**config.mk**
```make
export PLATFORM = sky130hd
export DESIGN_NAME = sfc_engine
export DESIGN_NICKNAME = d
export VERILOG_FILES = /design/src/rtl/sfc_pkg.sv /design/src/rtl/sfc_halfdiv.sv /design/src/rtl/sfc_txshift.sv /design/src/rtl/sfc_rxshift.sv /design/src/rtl/sfc_engine.sv
export SDC_FILE = /design/constraint.sdc
export NUM_CORES = 1
export LEC_CHECK = 0
export BUFFER_PORTS_ARGS = -buffer_cell sky130_fd_sc_hd__buf_2
export CORE_MARGIN = 3
export CORE_UTILIZATION = 59
export CTS_BUF_LIST = sky130_fd_sc_hd__clkbuf_8
export CTS_CLUSTER_SIZE = 20
export DETAILED_ROUTE_END_ITERATION = 8
export PLACE_DENSITY_LB_ADDON = 0.12
export SKIP_LAST_GASP = 1
export SLEW_MARGIN = 15
export SYNTH_ARGS = -nofsm -noshare
export SYNTH_HDL_FRONTEND = slang
export SYNTH_SLANG_ARGS = --single-unit
```
**constraint.sdc**
```tcl
create_clock -name clk -period 2 [get_ports clk]
set_input_delay 0.3 -clock clk [delete_from_list [all_inputs] [get_ports clk]]
set_output_delay 0.3 -clock clk [all_outputs]
set_load 0.1 [all_outputs]
```
**src/rtl/sfc_pkg.sv**
```systemverilog
package sfc_pkg;

   typedef enum logic [2:0] {
      PH_IDLE  = 3'd0,
      PH_LEAD  = 3'd1,
      PH_HIGH  = 3'd2,
      PH_LOW   = 3'd3,
      PH_TRAIL = 3'd4
   } phase_t;

   localparam int ADR_TX0   = 'h00;
   localparam int ADR_COUNT = 'h08;
   localparam int ADR_CTRL  = 'h09;
   localparam int ADR_DIV   = 'h0A;
   localparam int ADR_STAT  = 'h0B;
   localparam int ADR_RX0   = 'h10;

   localparam int CTRL_GO  = 0;
   localparam int CTRL_ALT = 1;

endpackage

```
**src/rtl/sfc_halfdiv.sv**
```systemverilog
module sfc_halfdiv #(
   parameter int DIVW = 8
) (
   input  logic            clk,
   input  logic            rst_n,
   input  logic            run,
   input  logic [DIVW-1:0] half_m1,
   output logic            tick
);

   logic [DIVW-1:0] cnt_q;

   assign tick = run && (cnt_q == half_m1);

   always_ff @(posedge clk or negedge rst_n) begin
      if (!rst_n) begin
         cnt_q <= '0;
      end else if (!run || tick) begin
         cnt_q <= '0;
      end else begin
         cnt_q <= cnt_q + DIVW'(1);
      end
   end

endmodule

```
**src/rtl/sfc_txshift.sv**
```systemverilog
module sfc_txshift #(
   parameter int SHW      = 56,
   parameter int NSLOTS   = 6,
   parameter int ALT_SLOT = 3
) (
   input  logic                clk,
   input  logic                rst_n,
   input  logic                load,
   input  logic                alt,
   input  logic                shift,
   input  logic [8*NSLOTS-1:0] slots,
   output logic                msb
);

   localparam int NPAD = SHW - 8*NSLOTS;
   localparam int APAD = SHW - 8*(ALT_SLOT+1);

   logic [SHW-1:0] sh_q;
   logic [SHW-1:0] norm_vec;
   logic [SHW-1:0] alt_vec;

   assign norm_vec = {slots, {NPAD{1'b0}}};
   assign alt_vec  = {slots[8*ALT_SLOT+7:0], {APAD{1'b0}}};
   assign msb      = sh_q[SHW-1];

   always_ff @(posedge clk or negedge rst_n) begin
      if (!rst_n) begin
         sh_q <= '0;
      end else if (load) begin
         sh_q <= alt ? alt_vec : norm_vec;
      end else if (shift) begin
         sh_q <= {sh_q[SHW-2:0], 1'b0};
      end
   end

endmodule

```
**src/rtl/sfc_rxshift.sv**
```systemverilog
module sfc_rxshift #(
   parameter int SHW = 56
) (
   input  logic           clk,
   input  logic           rst_n,
   input  logic           clear,
   input  logic           sample,
   input  logic           din,
   output logic [SHW-1:0] q
);

   always_ff @(posedge clk or negedge rst_n) begin
      if (!rst_n) begin
         q <= '0;
      end else if (clear) begin
         q <= '0;
      end else if (sample) begin
         q <= {q[SHW-2:0], din};
      end
   end

endmodule

```
**src/rtl/sfc_engine.sv**
```systemverilog
module sfc_engine
   import sfc_pkg::*;
#(
   parameter int NSLOTS   = 6,
   parameter int RXBYTES  = 7,
   parameter int ALT_SLOT = 3,
   parameter int DIVW     = 8,
   parameter int AW       = 5
) (
   input  logic          clk,
   input  logic          rst_n,
   input  logic          reg_wr,
   input  logic [AW-1:0] reg_addr,
   input  logic [7:0]    reg_wdata,
   output logic [7:0]    reg_rdata,
   output logic          spi_sck,
   output logic          spi_cs_n,
   output logic          spi_mosi,
   input  logic          spi_miso
);

   localparam int MAXBITS = 8*RXBYTES;
   localparam int CW      = $clog2(MAXBITS+1);

   generate
      if (ALT_SLOT >= NSLOTS) begin : g_bad_alt
         $error("ALT_SLOT must name an existing transmit slot");
      end
      if (RXBYTES <= NSLOTS) begin : g_bad_rx
         $error("receive window must exceed the transmit slots");
      end
      if (MAXBITS > 255) begin : g_bad_max
         $error("bit count register is eight bits wide");
      end
      if (DIVW > 8) begin : g_bad_div
         $error("divider must fit one register byte");
      end
      if (ADR_RX0 + RXBYTES > (1 << AW)) begin : g_bad_aw
         $error("address width too small for receive bytes");
      end
   endgenerate

   logic [8*NSLOTS-1:0] tx_slots;
   logic [7:0]          count_q;
   logic [DIVW-1:0]     div_q;
   logic                alt_q;
   logic                done_q;
   phase_t              phase;
   logic [CW-1:0]       left_q;
   logic                sck_q;
   logic                cs_n_q;
   logic                tick;
   logic                tx_msb;
   logic [MAXBITS-1:0]  rx_q;
   logic [7:0]          rx_bytes [RXBYTES];

   logic ctrl_wr, exec, busy, accept, cnt_ok, start, shifting;

   assign ctrl_wr = reg_wr && (reg_addr == AW'(ADR_CTRL));
   assign exec    = ctrl_wr && reg_wdata[CTRL_GO];
   assign busy    = (phase != PH_IDLE);
   assign accept  = exec && !busy;
   assign cnt_ok  = (count_q != 8'd0) && (count_q <= 8'(MAXBITS));
   assign start   = accept && cnt_ok;
   assign shifting = (phase == PH_LEAD) || (phase == PH_HIGH) || (phase == PH_LOW);

   // configuration registers
   always_ff @(posedge clk or negedge rst_n) begin
      if (!rst_n) begin
         tx_slots <= '0;
         count_q  <= '0;
         div_q    <= '0;
         alt_q    <= 1'b0;
      end else if (reg_wr) begin
         for (int i = 0; i < NSLOTS; i++) begin
            if (reg_addr == AW'(ADR_TX0 + i)) tx_slots[8*i +: 8] <= reg_wdata;
         end
         if (reg_addr == AW'(ADR_COUNT)) count_q <= reg_wdata;
         if (reg_addr == AW'(ADR_DIV))   div_q   <= reg_wdata[DIVW-1:0];
         if (ctrl_wr)                    alt_q   <= reg_wdata[CTRL_ALT];
      end
   end

   // transaction sequencer
   always_ff @(posedge clk or negedge rst_n) begin
      if (!rst_n) begin
         phase  <= PH_IDLE;
         sck_q  <= 1'b0;
         cs_n_q <= 1'b1;
         done_q <= 1'b0;
         left_q <= '0;
      end else begin
         case (phase)
            PH_IDLE: if (accept) begin
               done_q <= !cnt_ok;
               if (cnt_ok) begin
                  phase  <= PH_LEAD;
                  cs_n_q <= 1'b0;
                  left_q <= CW'(count_q);
               end
            end
            PH_LEAD: if (tick) begin
               sck_q <= 1'b1;
               phase <= PH_HIGH;
            end
            PH_HIGH: if (tick) begin
               sck_q  <= 1'b0;
               left_q <= left_q - CW'(1);
               phase  <= (left_q == CW'(1)) ? PH_TRAIL : PH_LOW;
            end
            PH_LOW: if (tick) begin
               sck_q <= 1'b1;
               phase <= PH_HIGH;
            end
            PH_TRAIL: if (tick) begin
               cs_n_q <= 1'b1;
               done_q <= 1'b1;
               phase  <= PH_IDLE;
            end
            default: phase <= PH_IDLE;
         endcase
      end
   end

   sfc_halfdiv #(.DIVW(DIVW)) u_div (
      .clk(clk), .rst_n(rst_n), .run(busy), .half_m1(div_q), .tick(tick)
   );

   sfc_txshift #(.SHW(MAXBITS), .NSLOTS(NSLOTS), .ALT_SLOT(ALT_SLOT)) u_tx (
      .clk(clk), .rst_n(rst_n), .load(start), .alt(reg_wdata[CTRL_ALT]),
      .shift(tick && (phase == PH_HIGH)), .slots(tx_slots), .msb(tx_msb)
   );

   sfc_rxshift #(.SHW(MAXBITS)) u_rx (
      .clk(clk), .rst_n(rst_n), .clear(start),
      .sample(tick && ((phase == PH_LEAD) || (phase == PH_LOW))),
      .din(spi_miso), .q(rx_q)
   );

   generate
      for (genvar g = 0; g < RXBYTES; g++) begin : g_rxb
         assign rx_bytes[g] = rx_q[8*g +: 8];
      end
   endgenerate

   assign spi_sck  = sck_q;
   assign spi_cs_n = cs_n_q;
   assign spi_mosi = shifting && tx_msb;

   always_comb begin
      reg_rdata = 8'd0;
      for (int i = 0; i < NSLOTS; i++) begin
         if (reg_addr == AW'(ADR_TX0 + i)) reg_rdata = tx_slots[8*i +: 8];
      end
      for (int i = 0; i < RXBYTES; i++) begin
         if (reg_addr == AW'(ADR_RX0 + i)) reg_rdata = rx_bytes[i];
      end
      if (reg_addr == AW'(ADR_COUNT)) reg_rdata = count_q;
      if (reg_addr == AW'(ADR_CTRL))  reg_rdata = {6'd0, alt_q, 1'b0};
      if (reg_addr == AW'(ADR_DIV))   reg_rdata = 8'(div_q);
      if (reg_addr == AW'(ADR_STAT))  reg_rdata = {6'd0, done_q, busy};
   end

endmodule

```
==> results of run 1 <==
## metrics by stage
stage / worst slack (ps) / area [um^2]
after floorplan: -769 / 10100
after global placement: -531 / 11300
after detailed placement: -493 / 11300
after CTS: -517 / 12100
after global routing: -668 / 13100
final: -569 / 13100
## synthesized netlist by cell type, types with 4 or more instances
master,n
dfrtp_1,188
nand2_1,106
mux2i_1,102
nor2_1,92
a21oi_1,66
mux2_2,64
o21ai_0,38
and3_1,36
clkbuf_1,29
nand3_1,28
nor3_1,22
buf_2,16
a22oi_1,13
inv_1,12
xnor2_1,9
buf_6,8
nand2b_1,8
nor2b_1,8
a221o_1,7
a32oi_1,7
buf_4,7
a211oi_1,5
and2_1,5
o211ai_1,5
o221ai_1,5
or3_1,5
xor2_1,5
nor3b_1,4
nor4_1,4
o22ai_1,4
## worst max path at each step
stage	from	end	cells after the start
after floorplan	reg_addr[3]	reg_rdata[5]	6
after global placement	reg_addr[4]	reg_rdata[4]	10
after detailed placement	reg_addr[0]	reg_rdata[7]	10
after CTS	tx_slots[47]$_DFFE_PN0P_	reg_rdata[7]	7
after global routing	tx_slots[39]$_DFFE_PN0P_	reg_rdata[7]	7
final	tx_slots[39]$_DFFE_PN0P_	reg_rdata[7]	7
## layer usage
layer | part of all wire, % | GRT usage (%) | vias to the layer above
li1 | - | - | 3760
met1 | 41 | 47.8 | 4356
met2 | 46 | 50.0 | 565
met3 | 10 | 7.60 | 95
met4 | 2.9 | 10.3 | 0
met5 | 0 | 0 | -
## layout make-up
type,instances,area share (%)
Timing Repair Buffer,204,16.6
Clock inverter,13,0.786
Inverter,13,0.412
Tap cell,216,2.07
Clock buffer,19,2.00
Sequential cell,189,36.2
Multi-Input combinational cell,697,41.9
## worst max-delay path, cell delays in order (launching register included)
cell and delay, ps:
dfrtp_1 390, nand3b_1 160, a2111oi_4 350, a21oi_2 80, nor3_2 220, o221ai_2 140, o211ai_1 190, clkbuf_16 270
## cell families (layout without fill, tap and decap cells)
kind of cell / count (synthesis) / after routing / share of synthesized area, %
compound gates: 174 / 174 / 11.1
xor+xnor: 14 / 14 / 1.26
fa+ha+maj: 3 / 3 / 0.385
buf+inv: 77 / 249 / 4.18
flops: 189 / 189 / 48.5
mux: 166 / 166 / 17.9
simple gates: 339 / 340 / 16.7
## registers in the layout (all words and copies together) (netlist names)
signal and flops:
spi_cs_n 1, div_q 8, alt_q 1, tx_slots 48, phase 3, done_q 1, u_rx.q 56, left_q 6
u_div.cnt_q 8, spi_sck 1, u_tx.sh_q 48, count_q 8
## timing repair
action,in CTS,in global routing
pin swaps,19,63
resized for setup,49,162
endpoints found under the setup margin,76,119
setup buffers,8,14
gates cloned,5,17
hold endpoints to repair,40,0
hold buffers,1,0
## where the power goes
| part | total [W] | leakage (nW) | switching (W) | internal (W) |
|---|---|---|---|---|
| clock | 0.00243 | 0.194 | 0.00139 | 0.00104 |
| combinational | 0.00486 | 3.23 | 0.00255 | 0.00230 |
| sequential | 0.00627 | 2.12 | 0.00124 | 0.00503 |
| total | 0.0135 | 5.55 | 0.00518 | 0.00837 |
==> flow_summary.ini, run 1 <==
[status]
status = finished, violations left
failed_checks = setup timing

[synthesis]
postSynthRegisterBits = 189
synth_edf_count = 0
synth_ff_type = dfrtp_1
syn_nets = 982
synth.distinct_cells = 63
synth_top_area_share_pct = 48.3
yosysWarnings = 0
synthCells = 962
post_synth.cell_area_avg_um2 = 10.1
synth-async-reset-ratio_pct = 100
synth_top_area_cell = dfrtp_1
synth-seq-area-share_pct = 48.5
synth_area_um2 = 9750
yosys-top-cells-area = dfrtp_1, mux2i_1, mux2_2

[floorplan]
start_util_pct = 60.9
fp.dieArea_um2 = 18100
ioPinCount = 28
core_um2 = 16000
die_h_um = 135
rows = 46
die_w_um = 135

[cells_and_area]
final_cell_mix = dfrtp_1, buf_4, mux2i_1
mostFrequentLayoutCell = dfrtp_1
multi_input_area_um2 = 5470
drive_above_1_share_pct = 41.0
num_antenna_cells = 0
area_delta_synth_final_pct = 33.9
seqCellArea_um2 = 4730
fill_cells = 945
layoutNonFillerInstCount = 1351
final_util_pct = 81.6
nNetsFinal = 1142

[routing]
vias_per_cell = 6.50
ant_nets = 0
wl_per_cell_um = 24.1
drc = 0
via_count = 8776
drtPass1Iterations = 6
routed_wl_mm = 32.6
drt-initial-drc-count = 975

[grt]
grt_overflow_total = 0
grt_pass1_wl_mm = 46.2
grt_antenna_before_repair = 0
grt.total_usage_pct = 33.0
grt_max_degree = 60
grt_pass1_vias = 8326

[timing]
finalSetupTns_ps = -7670
final.period_utilization_pct = 128
slew_headroom_pct = 55.4
worst_pin_slew_ps = 669
fmax_mhz = 389
slew_viol_final = 0
fin_crit_ps = 2570
finClkSkew_ps = 14.4
finalSetupViolCount = 95
timing.hold.ws_ps = 104
hold_viol = 0
rsz0062_at_grt = true
fin_ws_ps = -569

[pwr]
finalPower_w = 0.0135
p_leak_nw = 5.55
ir_drop_uv = 790
power_density_nw_per_um2 = 1040

[placed_design]
dp.cells = 1277
io_buffers = 27
hpwlAfterDp_mm = 20.3
gp_congestion = 0.943

[critical_path]
reg2reg_to = u_tx.sh_q[16]$_DFFE_PN0P_
r2r_start = u_div.cnt_q[1]$_DFF_PN0_
crit_path_start_kind = flip-flop
required_ps = 1700
crit_path_end_kind = output pin
arrival_ps = 2270
worst-setup-path-type = flip-flop to output pin
r2r_cells = 9
critical_path.max_fanout = 2
rrSetupSlack_ps = -130

[hold_path]
worstHoldEndpoint = u_rx.q[0]$_DFFE_PN0P_
holdCritStartpoint = spi_miso
min_path_cells = 3
hold_class = primary input to flip-flop

[clocking]
cts_buffer_depth = 2
htreeDepth = 4
root_buffer = clkbuf_8
clk_latency_ps = 480
cts_made_buffers = 17
clock_sinks = 189
path_clk_slew_ps = 80
cts_tree = built

[flow_run]
maxCapViolations = 0
Note: power is estimated with default switching activity, not from simulation.
==> run 2, diff against run 1 <==
--- a/config.mk
+++ b/config.mk
@@ -12,6 +12,7 @@
 export CTS_CLUSTER_SIZE = 20
 export DETAILED_ROUTE_END_ITERATION = 8
 export PLACE_DENSITY_LB_ADDON = 0.12
+export SKIP_CTS_REPAIR_TIMING = 1
 export SKIP_LAST_GASP = 1
 export SLEW_MARGIN = 15
 export SYNTH_ARGS = -nofsm -noshare
==> flow_summary.ini, run 2 (synthesis gave the netlist of run 1 again) <==
[grt]
grt_max_degree = 60
grt_pass1_vias = 7999
grt_pass1_wl_mm = 44.6
grt_antenna_before_repair = 0
grt.total_usage_pct = 31.8
grt_overflow_total = 0

[routing]
drtPass1Iterations = 5
drc = 0
wl_per_cell_um = 24.1
routed_wl_mm = 32.5
via_count = 8662
vias_per_cell = 6.41
drt-initial-drc-count = 846
ant_nets = 0

[critical_path]
critical_path.max_fanout = 2
reg2reg_to = u_tx.sh_q[13]$_DFFE_PN0P_
required_ps = 1700
arrival_ps = 2230
crit_path_end_kind = output pin
rrSetupSlack_ps = -230
worst-setup-path-type = flip-flop to output pin
r2r_cells = 9
r2r_start = div_q[6]$_DFFE_PN0P_
crit_path_start_kind = flip-flop

[placed_design]
gp_congestion = 0.943
io_buffers = 27
hpwlAfterDp_mm = 20.3
dp_worst_setup_slack_ps = -493

[floorplan]
fp.dieArea_um2 = 18100
ioPinCount = 28
die_h_um = 135
rows = 46
core_um2 = 16000
die_w_um = 135
start_util_pct = 60.9

[timing]
final.period_utilization_pct = 126
hold_viol = 0
rsz0062_at_grt = true
slew_headroom_pct = 55.2
timing.hold.ws_ps = 102
worst_pin_slew_ps = 671
finClkSkew_ps = 14.0
fin_crit_ps = 2530
fin_ws_ps = -526
fmax_mhz = 396
finalSetupViolCount = 111
slew_viol_final = 0

[pwr]
ir_drop_uv = 778
swShare_pct = 38.1
switching_power_w = 0.00517
clkPwrFrac_pct = 17.9
seq_power_share_pct = 46.4
power_frac_comb_pct = 35.7
p_leak_nw = 5.54
power_density_nw_per_um2 = 1040
p_int_w = 0.00839

[clocking]
root_buffer = clkbuf_8
htreeDepth = 4
clk_latency_ps = 480
cts_made_buffers = 17
cts_buffer_depth = 2
path_clk_slew_ps = 90
cts_tree = built
clock_sinks = 189

[hold_path]
hold_class = primary input to flip-flop
worstHoldEndpoint = u_rx.q[0]$_DFFE_PN0P_
min_path_cells = 3
holdCritStartpoint = spi_miso

[status]
failed_checks = setup timing
status = finished, violations left

[cells_and_area]
final_cell_mix = dfrtp_1, buf_4, mux2i_1
drive_above_1_share_pct = 41.9
largest_register_ffs = 56
area_delta_synth_final_pct = 34.2
num_antenna_cells = 0
regMostFlops = u_rx.q
reg_top3 = u_rx.q (56), tx_slots (48), u_tx.sh_q (48)
mostFrequentLayoutCell = dfrtp_1
nNetsFinal = 1142

[flow_run]
maxCapViolations = 0
[run 2: worst max-delay path by stage]
stage,start,endpoint,depth (start not counted)
finish,tx_slots[39]$_DFFE_PN0P_,reg_rdata[7],7
global route,tx_slots[39]$_DFFE_PN0P_,reg_rdata[7],7
CTS,tx_slots[12]$_DFFE_PN0P_,reg_rdata[4],8
detailed placement,reg_addr[0],reg_rdata[7],10
global placement,reg_addr[4],reg_rdata[4],10
floorplan,reg_addr[3],reg_rdata[5],6
[run 2: area by class of cell]
class / instances / area [um^2]
multi-input cells: 697 / 5510
flip-flops and latches: 189 / 4730
fillers: 955 / 2920
repair buffers: 204 / 2140
well taps: 216 / 270
clock buffers: 19 / 262
clock inverters: 13 / 103
inverters: 13 / 65.1
[run 2: worst max-delay path, cell delays in order (launching register included)]
cell       delay (ps)
dfrtp_1           380
nand3b_1          160
a2111oi_4         360
a21oi_2            80
nor3_2            200
o221ai_2          120
o211ai_1          180
clkbuf_16         270
[run 2: stage by stage]
| stage | setup TNS [ps] | std cells | instance area, um^2 | power (W) | utilization, % |
|---|---|---|---|---|---|
| global placement | -31250 | 1277 | 11300 | 0.00990 | 70.8 |
| floorplan | -4060 | 962 | 10100 | 0.00850 | - |
| detailed placement | -36280 | 1277 | 11300 | 0.0101 | 70.8 |
| global route | -20480 | 1351 | 13100 | 0.0142 | 81.8 |
| CTS | -5670 | 1309 | 11700 | 0.0125 | 73.1 |
| finish | -12800 | 1351 | 13100 | 0.0136 | 81.8 |
[run 2: power groups by stage]
stage	clock network (W)	logic [W]	registers, W
after floorplan	0	0.00270	0.00580
after global placement	0	0.00381	0.00608
after detailed placement	0	0.00398	0.00612
after CTS	0.00244	0.00400	0.00605
after global routing	0.00258	0.00523	0.00637
final	0.00243	0.00483	0.00629
[run 2: layer usage]
layer	up-vias	GRT usage (%)	routed length, um
met1	4380	46.5	13600
met4	0	8.31	726
li1	3761	-	-
met3	69	6.41	2970
met5	-	0	0
met2	452	49.1	15200
